## src/rtl/wtq_pkg.sv

```systemverilog
package wtq_pkg;
   typedef enum logic [1:0] {
      CK_MEM  = 2'b00,
      CK_IO   = 2'b01,
      CK_INTA = 2'b10,
      CK_HALT = 2'b11
   } cyc_kind_e;

   typedef enum logic {
      SQ_IDLE = 1'b0,
      SQ_BUS  = 1'b1
   } seq_state_e;

   typedef struct packed {
      logic is_local;
      logic cacheable;
      logic forward;
      logic zero_wait;
   } cyc_class_t;
endpackage

```

## src/rtl/wtq_classify.sv

```systemverilog
module wtq_classify
   import wtq_pkg::*;
(
   input  logic       [1:0] kind,
   input  logic             wr,
   input  logic             nocache_dec,
   input  logic             local_dec,
   input  logic             hit,
   output cyc_class_t       cls
);
   logic is_mem;

   always_comb begin
      is_mem        = (cyc_kind_e'(kind) == CK_MEM);
      cls.is_local  = local_dec;
      // only plain memory space may be cached; decode can veto it
      cls.cacheable = is_mem && !nocache_dec && !local_dec;
      // hit result counts only for cacheable reads
      cls.zero_wait = cls.cacheable && !wr && hit;
      cls.forward   = !local_dec && !cls.zero_wait;
   end
endmodule

```

## src/rtl/wtq_directory.sv

```systemverilog
module wtq_directory #(
   parameter int ENTRIES = 16,
   parameter int WADDR_W = 30,
   parameter int DATA_W  = 32,
   localparam int IDX_W  = $clog2(ENTRIES),
   localparam int TAG_W  = WADDR_W - IDX_W,
   localparam int LANES  = DATA_W / 8
) (
   input  logic               clk,
   input  logic               rst_n,
   input  logic               flush,
   input  logic [WADDR_W-1:0] lk_waddr,
   output logic               hit,
   output logic [DATA_W-1:0]  lk_data,
   input  logic               fill_en,
   input  logic               upd_en,
   input  logic [WADDR_W-1:0] wr_waddr,
   input  logic [DATA_W-1:0]  wr_data,
   input  logic [LANES-1:0]   wr_be
);
   logic [ENTRIES-1:0] valid_q;
   logic [TAG_W-1:0]   tag_q  [ENTRIES];
   logic [DATA_W-1:0]  data_q [ENTRIES];

   logic [IDX_W-1:0]   lk_idx, wr_idx;
   logic [TAG_W-1:0]   lk_tag, wr_tag;
   logic [DATA_W-1:0]  merged;

   assign lk_idx = lk_waddr[IDX_W-1:0];
   assign lk_tag = lk_waddr[WADDR_W-1:IDX_W];
   assign wr_idx = wr_waddr[IDX_W-1:0];
   assign wr_tag = wr_waddr[WADDR_W-1:IDX_W];

   assign hit     = valid_q[lk_idx] && (tag_q[lk_idx] == lk_tag);
   assign lk_data = data_q[lk_idx];

   // per-lane merge: a fill takes every lane, an update only enabled ones
   for (genvar b = 0; b < LANES; b++) begin : g_lane
      assign merged[b*8 +: 8] = (fill_en || wr_be[b]) ? wr_data[b*8 +: 8]
                                                      : data_q[wr_idx][b*8 +: 8];
   end

   // flush has priority over a fill in the same cycle
   always_ff @(posedge clk or negedge rst_n) begin
      if (!rst_n)
         valid_q <= '0;
      else if (flush)
         valid_q <= '0;
      else if (fill_en)
         valid_q[wr_idx] <= 1'b1;
   end

   always_ff @(posedge clk) begin
      if (fill_en)
         tag_q[wr_idx] <= wr_tag;
      if (fill_en || upd_en)
         data_q[wr_idx] <= merged;
   end
endmodule

```

## src/rtl/wtq_bus_seq.sv

```systemverilog
module wtq_bus_seq
   import wtq_pkg::*;
#(
   parameter int ADDR_W = 32,
   parameter int DATA_W = 32,
   localparam int LANES = DATA_W / 8
) (
   input  logic              clk,
   input  logic              rst_n,
   input  logic              accept,
   input  logic [ADDR_W-1:0] in_addr,
   input  logic              in_wr,
   input  logic [1:0]        in_kind,
   input  logic [LANES-1:0]  in_be,
   input  logic [DATA_W-1:0] in_wdata,
   input  logic              in_fill,
   input  logic              in_upd,
   input  logic              sys_ack,
   output logic              idle,
   output logic              sys_req,
   output logic [ADDR_W-1:0] sys_addr,
   output logic              sys_wr,
   output logic [1:0]        sys_kind,
   output logic [LANES-1:0]  sys_be,
   output logic [DATA_W-1:0] sys_wdata,
   output logic              bus_done,
   output logic              fill_en,
   output logic              upd_en
);
   seq_state_e state_q;
   logic       fill_q, upd_q;

   always_ff @(posedge clk or negedge rst_n) begin
      if (!rst_n)
         state_q <= SQ_IDLE;
      else if (state_q == SQ_IDLE && accept)
         state_q <= SQ_BUS;
      else if (state_q == SQ_BUS && sys_ack)
         state_q <= SQ_IDLE;
   end

   always_ff @(posedge clk or negedge rst_n) begin
      if (!rst_n) begin
         sys_addr  <= '0;
         sys_wr    <= 1'b0;
         sys_kind  <= '0;
         sys_be    <= '0;
         sys_wdata <= '0;
         fill_q    <= 1'b0;
         upd_q     <= 1'b0;
      end else if (state_q == SQ_IDLE && accept) begin
         sys_addr  <= in_addr;
         sys_wr    <= in_wr;
         sys_kind  <= in_kind;
         sys_be    <= in_be;
         sys_wdata <= in_wdata;
         fill_q    <= in_fill;
         upd_q     <= in_upd;
      end
   end

   assign idle     = (state_q == SQ_IDLE);
   assign sys_req  = (state_q == SQ_BUS);
   assign bus_done = sys_req && sys_ack;
   assign fill_en  = bus_done && fill_q;
   assign upd_en   = bus_done && upd_q;
endmodule

```

## src/rtl/wt_cache_qualifier.sv

```systemverilog
module wt_cache_qualifier
   import wtq_pkg::*;
#(
   parameter int ENTRIES = 16,
   parameter int ADDR_W  = 32,
   parameter int DATA_W  = 32
) (
   input  logic                  clk,
   input  logic                  rst_n,
   input  logic                  flush,
   input  logic                  cpu_req,
   input  logic [ADDR_W-1:0]     cpu_addr,
   input  logic                  cpu_wr,
   input  logic [1:0]            cpu_kind,
   input  logic [DATA_W/8-1:0]   cpu_be,
   input  logic [DATA_W-1:0]     cpu_wdata,
   input  logic                  dec_nocache,
   input  logic                  dec_local,
   output logic                  cpu_done,
   output logic [DATA_W-1:0]     cpu_rdata,
   output logic                  sys_req,
   output logic [ADDR_W-1:0]     sys_addr,
   output logic                  sys_wr,
   output logic [1:0]            sys_kind,
   output logic [DATA_W/8-1:0]   sys_be,
   output logic [DATA_W-1:0]     sys_wdata,
   input  logic                  sys_ack,
   input  logic [DATA_W-1:0]     sys_rdata
);
   localparam int LANES   = DATA_W / 8;
   localparam int OFS_W   = $clog2(LANES);
   localparam int WADDR_W = ADDR_W - OFS_W;
   localparam int IDX_W   = $clog2(ENTRIES);

   initial begin
      if (ENTRIES < 2 || (ENTRIES & (ENTRIES - 1)) != 0)
         $fatal(1, "ENTRIES must be a power of two, at least 2");
      if (DATA_W < 16 || (DATA_W % 8) != 0 || (LANES & (LANES - 1)) != 0)
         $fatal(1, "DATA_W must be a power-of-two count of bytes");
      if (WADDR_W - IDX_W < 1)
         $fatal(1, "address too narrow for the directory");
   end

   cyc_class_t         cls;
   logic               hit, idle, bus_done, fill_en, upd_en, accept;
   logic [DATA_W-1:0]  lk_data, dir_wdata;
   logic [LANES-1:0]   fwd_be;

   wtq_directory #(
      .ENTRIES (ENTRIES),
      .WADDR_W (WADDR_W),
      .DATA_W  (DATA_W)
   ) dir_i (
      .clk      (clk),
      .rst_n    (rst_n),
      .flush    (flush),
      .lk_waddr (cpu_addr[ADDR_W-1:OFS_W]),
      .hit      (hit),
      .lk_data  (lk_data),
      .fill_en  (fill_en),
      .upd_en   (upd_en),
      .wr_waddr (sys_addr[ADDR_W-1:OFS_W]),
      .wr_data  (dir_wdata),
      .wr_be    (sys_be)
   );

   wtq_classify cls_i (
      .kind        (cpu_kind),
      .wr          (cpu_wr),
      .nocache_dec (dec_nocache),
      .local_dec   (dec_local),
      .hit         (hit),
      .cls         (cls)
   );

   assign accept    = idle && cpu_req && cls.forward;
   // a line is one whole word: a fetch that fills it asks for every lane
   assign fwd_be    = (cls.cacheable && !cpu_wr) ? {LANES{1'b1}} : cpu_be;
   assign dir_wdata = fill_en ? sys_rdata : sys_wdata;

   wtq_bus_seq #(
      .ADDR_W (ADDR_W),
      .DATA_W (DATA_W)
   ) seq_i (
      .clk       (clk),
      .rst_n     (rst_n),
      .accept    (accept),
      .in_addr   (cpu_addr),
      .in_wr     (cpu_wr),
      .in_kind   (cpu_kind),
      .in_be     (fwd_be),
      .in_wdata  (cpu_wdata),
      .in_fill   (cls.cacheable && !cpu_wr),
      .in_upd    (cls.cacheable && cpu_wr && hit),
      .sys_ack   (sys_ack),
      .idle      (idle),
      .sys_req   (sys_req),
      .sys_addr  (sys_addr),
      .sys_wr    (sys_wr),
      .sys_kind  (sys_kind),
      .sys_be    (sys_be),
      .sys_wdata (sys_wdata),
      .bus_done  (bus_done),
      .fill_en   (fill_en),
      .upd_en    (upd_en)
   );

   assign cpu_done  = (idle && cpu_req && cls.zero_wait) || bus_done;
   assign cpu_rdata = sys_req ? sys_rdata : lk_data;
endmodule

```

## config.mk

```make
export PLATFORM = sky130hd
export DESIGN_NAME = wt_cache_qualifier
export DESIGN_NICKNAME = d
export VERILOG_FILES = /design/src/rtl/wtq_pkg.sv /design/src/rtl/wtq_classify.sv /design/src/rtl/wtq_directory.sv /design/src/rtl/wtq_bus_seq.sv /design/src/rtl/wt_cache_qualifier.sv
export SDC_FILE = /design/constraint.sdc
export NUM_CORES = 1
export LEC_CHECK = 0
export BUFFER_PORTS_ARGS = -buffer_cell sky130_fd_sc_hd__buf_2
export CORE_MARGIN = 2
export CORE_UTILIZATION = 38
export DETAILED_ROUTE_END_ITERATION = 8
export GPL_TIMING_DRIVEN = 0
export PLACE_DENSITY = 0.57
export SYNTH_ARGS = -nofsm -noshare
export SYNTH_HDL_FRONTEND = slang
export SYNTH_SLANG_ARGS = --single-unit
```

## constraint.sdc

```tcl
create_clock -name clk -period 8.4 [get_ports clk]
set_input_delay 0.42 -clock clk [delete_from_list [all_inputs] [get_ports clk]]
set_output_delay 0.42 -clock clk [all_outputs]
set_load 0.005 [all_outputs]
```

==> impl_results.md, run 1 <==
* Post-CTS Repair Setup Buffers at 0
* Syn nets at 1994
* Setup TNS at 0 ns
* Start-to-end type of the worst setup path: in2out
* Most frequent cells in the layout: 928 x edfxtp_1, 257 x mux4_2, 240 x buf_2, 109 x nor2_1, 107 x clkbuf_16
* Unrepaired setup endpoints after global routing: no
* Global-route track usage on met2 at 32.0%
* CP cell instances: buf_2 -> buf_4 -> buf_2 -> buf_2 -> buf_2 -> buf_2 -> clkbuf_1 -> clkbuf_1 -> mux4_2 -> mux4_2 -> mux2_2 -> buf_2
* Remaining design rule violation count at 0
* Number of DRC markers after the initial detailed-route iteration at 1925
* Met3 layer usage reported by global route at 4.64%
* Final setup vio count at 0
* All-Layer GR Usage at 19.8%
* Share of the clock period used by the worst path after layout at 68.5%
* Total length of routed wires at 108000 um
* Share of synthesized registers carrying an async set or reset at 8.84%
* Area growth from synthesis to layout at 18.1%
* Launch instance of the worst min-delay path: cpu_addr[21]
* # Max-Cap Violations at 0
* Post-Syn Area at 40400 um^2
* DP Area at 43700 um^2
* Clock-pin slew on the worst setup and hold paths at 0.07 ns
* Fraction of final layout cells sized beyond drive strength 1 at 37.2%
* Clock tree from TritonCTS: built
* Sequential element share of the synthesized area at 74.6%
* Multi-input combinational cell area at 9820 um^2
* Effective utilization at floorplan at 38.3%
* Worst relative slew slack at 9.04%
* Detail Route Antenna Nets at 0
* Clock Root Buffer: clkbuf_16
* CP max stage cell: clkbuf_1
* Maximum number of pins on one net before global-route repair at 57
* Final critical-path setup slack at 2.65 ns
* Pleak at 15.8 nW
* Pin slew with the least headroom to its limit at 1.36 ns
* Final critical delay including setup and external delays at 5.75 ns
* 1st-pass router iterations at 7
* Met1 Track Usage GR at 26.5%
* Skew-Pair Late Insertion Delay at 0.70 ns
* Number of ports placed on the die boundary at 215
* Most common cell after layout, fill and taps aside: edfxtp_1
* Placeable core area at 105000 um^2
* Capture instance of the worst register-to-register path: dir_i.valid_q[2]
* Slack of the worst reg-to-reg path at 3.86 ns
* Min-Delay Path Class: in2reg
* Count of clock tree sinks at 1018
* Post-Synthesis Cells at 1884
* Highest achievable clock rate at 174 MHz
* Number of buffers on the longest clock path at 3
* Power per Cell Area at 248 nW/um^2
* Setup skew after layout at 0.0366 ns
* Number of input and output port buffers inserted at 210
* Gp weighted congestion at 0.799
* Antenna violations before repair at 7
* DR vias at 20500
* Gr ovfl total at 0
* Fin. max-slew vios at 0
* Post-detailed-route via-to-cell ratio at 5.45
* Number of placement rows at 119
* H-tree depth reported by CTS at 3
* Overall die area at 109000 um^2
* Count of distinct cell types in the synthesized netlist at 48
* Layer with the highest usage after global routing: met2
* Post-CTS sizing at 0
* Worst hold path stage count at 2
* Highest cell delay on the worst timing path at 0.72 ns
* Final hold violation count at 0
* Outcome: completed
* Launch point of the worst reg-to-reg path: seq_i.sys_req
* Setup slack at placement at 2.59 ns
* Wire length of the first global-routing pass at 152000 um
* Primary flip-flop cell chosen by synthesis mapping: edfxtp_1
* Dpl hpwl at 71200 um
* Sequential Area at 30100 um^2
* Number of cells on the worst reg-to-reg path at 8
* Count of flip-flops with a built-in enable after synthesis at 928
* CP Launch Type: primary input
* Largest fanout on the critical path at 10
* Die boundary width at 330 um
* Vias in the first global route at 21200
* Most used cell, CP: buf_2
* WHS Endpoint: seq_i.sys_addr[21]
* Post-route cell area at 47700 um^2
* Die Height at 330 um
* Worst vdd ir at 0.161 mV
* Worst endpoint data arrival time at 5.33 ns
* Post-layout instance count excluding filler cells at 3761
* Required arrival time at the worst endpoint at 7.98 ns
* Final Total Pwr at 11.8 mW
* Detail-routed net length per standard cell at 28.7 um
* Yosys synthesis warning count at 0
* Number of hold-repair buffers added at the cts stage at 57
* Fill cell total of the finished layout at 8866
* Capturing element type of the critical path: primary output
* Clock buffer count from CTS at 106
* Placed cells at 3503
* Number of nets at the end of the flow at 2387
* Synthesized area per cell at 21.4 um^2
* Synthesis-stage register bit count at 1018
==> kinds of logic after synthesis <==
kind of cell,after synthesis,share of synthesized area (%)
buffers and inverters,107,1.35
AO/OA/AOI/OAI,62,1.05
multiplexers,432,19.7
flip-flops,1018,74.6
XOR/XNOR,30,0.651
AND/OR/NAND/NOR,235,2.59
==> how the worst max path moves through the flow <==
| stage | start | endpoint | slack (ns) |
|---|---|---|---|
| after floorplan | cpu_addr[2] | cpu_rdata[22] | 4.47 |
| after global placement | seq_i.sys_req | dir_i.tag_q[3][22] | 1.05 |
| after detailed placement | cpu_addr[3] | cpu_rdata[5] | 2.59 |
| after CTS | cpu_addr[3] | cpu_rdata[5] | 2.59 |
| after global routing | cpu_addr[3] | cpu_rdata[5] | 2.46 |
| final | cpu_addr[3] | cpu_rdata[4] | 2.65 |
==> power breakdown <==
group / total (mW) / switching (mW) / leakage (nW) / internal [mW]
Clock: 4.63 / 2.03 / 1.68 / 2.60
Sequential: 6.11 / 0.190 / 9.45 / 5.92
Combinational: 1.08 / 0.629 / 4.68 / 0.447
==> synth_stat cells (all sizes together), types with 4 or more instances <==
cell type | count | area, um^2
mux4 | 257 | 5790
a22oi | 8 | 60.1
a211oi | 4 | 30.0
xnor2 | 22 | 193
o22ai | 6 | 37.5
nand2b | 8 | 50.1
o22a | 4 | 35.0
a21oi | 15 | 78.8
nor2b | 14 | 87.6
clkbuf | 38 | 143
inv | 7 | 26.3
mux2 | 148 | 1900
nand3 | 25 | 125
o21ai | 7 | 35.0
mux2i | 27 | 270
a31oi | 4 | 25.0
nand2 | 39 | 146
xor2 | 8 | 70.1
nor3 | 4 | 20.0
or2 | 7 | 43.8
nor2 | 125 | 469
dfrtp | 90 | 2250
buf | 62 | 377
edfxtp | 928 | 27900
==> stage by stage <==
| step | hold WS [ns] | utilization [%] |
|---|---|---|
| 2_1_floorplan | 0.124 | - |
| 3_3_place_gp | 0.474 | 41.0 |
| 3_5_place_dp | 0.375 | 41.5 |
| 4_1_cts | 0.000811 | 45.3 |
| 5_1_grt | 0.0119 | 45.3 |
| 6_report | 0.0236 | 45.3 |
==> per-layer routing <==
layer	wire (um)	vias up
li1	-	8538
met5	27	-
met2	51600	862
met1	44200	10900
met4	3500	4
met3	8700	177
==> registers in the layout, summed over array words and instances (netlist names) <==
signal	cells
seq_i.fill_q	1
dir_i.valid_q	16
seq_i.sys_kind	2
dir_i.tag_q	416
seq_i.sys_wr	1
seq_i.sys_wdata	32
dir_i.data_q	512
seq_i.upd_q	1
seq_i.sys_req	1
seq_i.sys_addr	32
seq_i.sys_be	4
==> area by class of cell <==
type / count / share of cell area, %
antenna: 2 / 0.0105
buffer: 100 / 1.09
clock buffer: 119 / 5.71
clock inverter: 80 / 1.49
inverter: 7 / 0.0551
multi-input combinational: 759 / 20.6
sequential: 1018 / 63.2
tap: 1391 / 3.65
timing repair buffer: 285 / 4.22
==> critical path, delay by kind of cell <==
kind / cells / cell delay [ns]
mux: 3 / 1.30
buf+inv: 9 / 3.56
(Power assumes the default switching activity.)
==> run 2, diff against run 1 <==
==> constraint.sdc (replaced) <==
create_clock -name clk -period 6 [get_ports clk]
set_input_delay 0.3 -clock clk [delete_from_list [all_inputs] [get_ports clk]]
set_output_delay 0.3 -clock clk [all_outputs]
set_load 0.005 [all_outputs]
==> impl_results.md, run 2 (synthesized netlist as in run 1, its figures left out) <==
* Placeable core area at 105000 um^2
* Worst vdd ir at 0.225 mV
* Fill cell total of the finished layout at 8851
* Largest fanout on the critical path at 10
* Share of total power consumed by net switching at 24.1%
* Capturing element type of the critical path: primary output
* Setup skew after layout at 0.0358 ns
* Fraction of final layout cells sized beyond drive strength 1 at 36.9%
* Number of placement rows at 119
* Clock buffer count from CTS at 106
* Cell family with most CP delay: buffers and inverters
* Final critical delay including setup and external delays at 5.51 ns
* Relative contribution of sequential cells to total power at 51.7%
* Vias in the first global route at 21300
* Post-CTS Repair Setup Buffers at 0
* Effective utilization at floorplan at 38.3%
* Gp weighted congestion at 0.799
* Final hold violation count at 0
* Total length of routed wires at 108000 um
* Maximum number of pins on one net before global-route repair at 57
* Share of the clock period used by the worst path after layout at 91.8%
* Top sig layer: met5
* CP cell instances: buf_2 -> buf_4 -> buf_2 -> buf_2 -> buf_2 -> buf_2 -> clkbuf_1 -> clkbuf_1 -> mux4_2 -> mux4_2 -> mux2_2 -> buf_2
* Length of routed met3 wiring at 8780 um
* Most used cell, CP: buf_2
* Min-Delay Path Class: in2async
* Flip-flop count of the largest register, all copies and words added at 512
* Final setup vio count at 0
* Sum of buffers and inverters on the critical path at 9
* Number of buffers on the longest clock path at 3
* Number of input and output port buffers inserted at 210
* Clock-pin slew on the worst setup and hold paths at 0.06 ns
* Gr ovfl total at 0
* # Max-Cap Violations at 0
* Dpl hpwl at 71200 um
* Power per Cell Area at 346 nW/um^2
* Start-to-end type of the worst setup path: in2out
* Clock share of power at 39.1%
* Most common cell after layout, fill and taps aside: edfxtp_1
* Required arrival time at the worst endpoint at 5.70 ns
* H-tree depth reported by CTS at 3
* Biggest registers after layout: dir_i.data_q x512, dir_i.tag_q x416
* Skew-Pair Late Insertion Delay at 0.70 ns
* 1st-pass router iterations at 6
* DP Area at 43700 um^2
* Highest achievable clock rate at 181 MHz
* Antenna violations before repair at 6
* Clock tree from TritonCTS: built
* Clock Root Buffer: clkbuf_16
* Unrepaired setup endpoints after global routing: no
* Number of ports placed on the die boundary at 215
* CP Launch Type: primary input
* Worst relative slew slack at 8.15%
* Post-route cell area at 47900 um^2
* Detail Route Antenna Nets at 0
* Met2 Routed Length at 51700 um
* WL met1 at 44000 um
* Pin slew with the least headroom to its limit at 1.38 ns
* All-Layer GR Usage at 19.9%
* Count of clock tree sinks at 1018
* Number of DRC markers after the initial detailed-route iteration at 2054
* Area growth from synthesis to layout at 18.6%
* Detail-routed net length per standard cell at 28.6 um
* Fin. max-slew vios at 0
* Post-detailed-route via-to-cell ratio at 5.43
* CP max stage cell: clkbuf_1
* Net switching power at 3.98 mW
* DR vias at 20500
* Outcome: completed
* Portion of total power attributed to combinational logic at 9.1%
* Worst endpoint data arrival time at 5.21 ns
* Die boundary width at 330 um
* Internal portion of total power at 12.6 mW
* Remaining design rule violation count at 0
* Pleak at 15.9 nW
* Register containing the most flip-flops in the final layout: dir_i.data_q
* Highest cell delay on the worst timing path at 0.72 ns
* Most frequent cells in the layout: 928 x edfxtp_1, 257 x mux4_2, 240 x buf_2, 109 x nor2_1, 107 x clkbuf_16
* Number of nets at the end of the flow at 2406
* Die Height at 330 um
* Post-CTS sizing at 0
* Tightest hold margin at 0.131 ns
* Overall die area at 109000 um^2
* Wire length of the first global-routing pass at 152000 um
-- run 2: cell types whose count changed in the layout (fill, tap and decap cells not counted) --
cell	delta
diode_2	-1
dlygate4sd3_1	+19
-- run 2: per-stage QoR --
step / setup slack, ns / util, % / TNS [ns] / std cells / total power, mW
2_1_floorplan: 2.31 / - / 0 / 1884 / 9.43
3_3_place_gp: -1.35 / 41.0 / -475.11 / 3485 / 10.1
3_5_place_dp: 0.426 / 41.5 / 0 / 3503 / 10.2
4_1_cts: 0.427 / 45.5 / 0 / 3778 / 16.7
5_1_grt: 0.305 / 45.5 / 0 / 3779 / 17.1
6_report: 0.489 / 45.5 / 0 / 3779 / 16.5
-- run 2: power groups by stage --
stage	logic [mW]	registers, mW	clock network, mW
2_1_floorplan	0.825	8.61	0
3_5_place_dp	1.49	8.70	0
3_3_place_gp	1.43	8.67	0
6_report	1.51	8.55	6.47
5_1_grt	1.63	8.59	6.88
4_1_cts	1.53	8.55	6.61
-- run 2: final cells by class --
class	count	area, um^2	share of cell area, %
clock inverter	80	712	1.49
sequential	1018	30100	62.9
clock buffer	119	2720	5.69
inverter	7	26.3	0.0549
buffer	100	522	1.09
multi-input combinational	759	9820	20.5
tap	1391	1740	3.64
antenna	1	2.50	0.00523
timing repair buffer	304	2200	4.60
-- run 2: path summary, 6_finish.rpt --
kind / start / to / slack, ns / cells after the start
min: rst_n / seq_i.sys_wdata[7] / 0.13 / 2
max in group asynchronous: rst_n / seq_i.sys_wdata[25] / 5.14 / 3
min in group clk: dec_local / seq_i.fill_q / 0.15 / 4
max reg2reg: seq_i.sys_req / dir_i.valid_q[2] / 1.42 / 8
max: cpu_addr[3] / cpu_rdata[4] / 0.49 / 12
min reg2reg: dir_i.valid_q[14] / dir_i.valid_q[14] / 0.50 / 2
-- run 2: what timing repair did --
| item | 4_1_cts | 5_1_grt |
|---|---|---|
| hold endpoints to repair | 165 | 0 |
| setup endpoints to repair | 0 | 0 |
| hold buffers | 76 | 0 |
-- run 2: metal layers --
metal,up-vias,global-route usage [%]
li1,8573,-
met2,861,32.1
met3,179,4.66
met4,4,6.88
met1,10900,26.5
met5,-,0
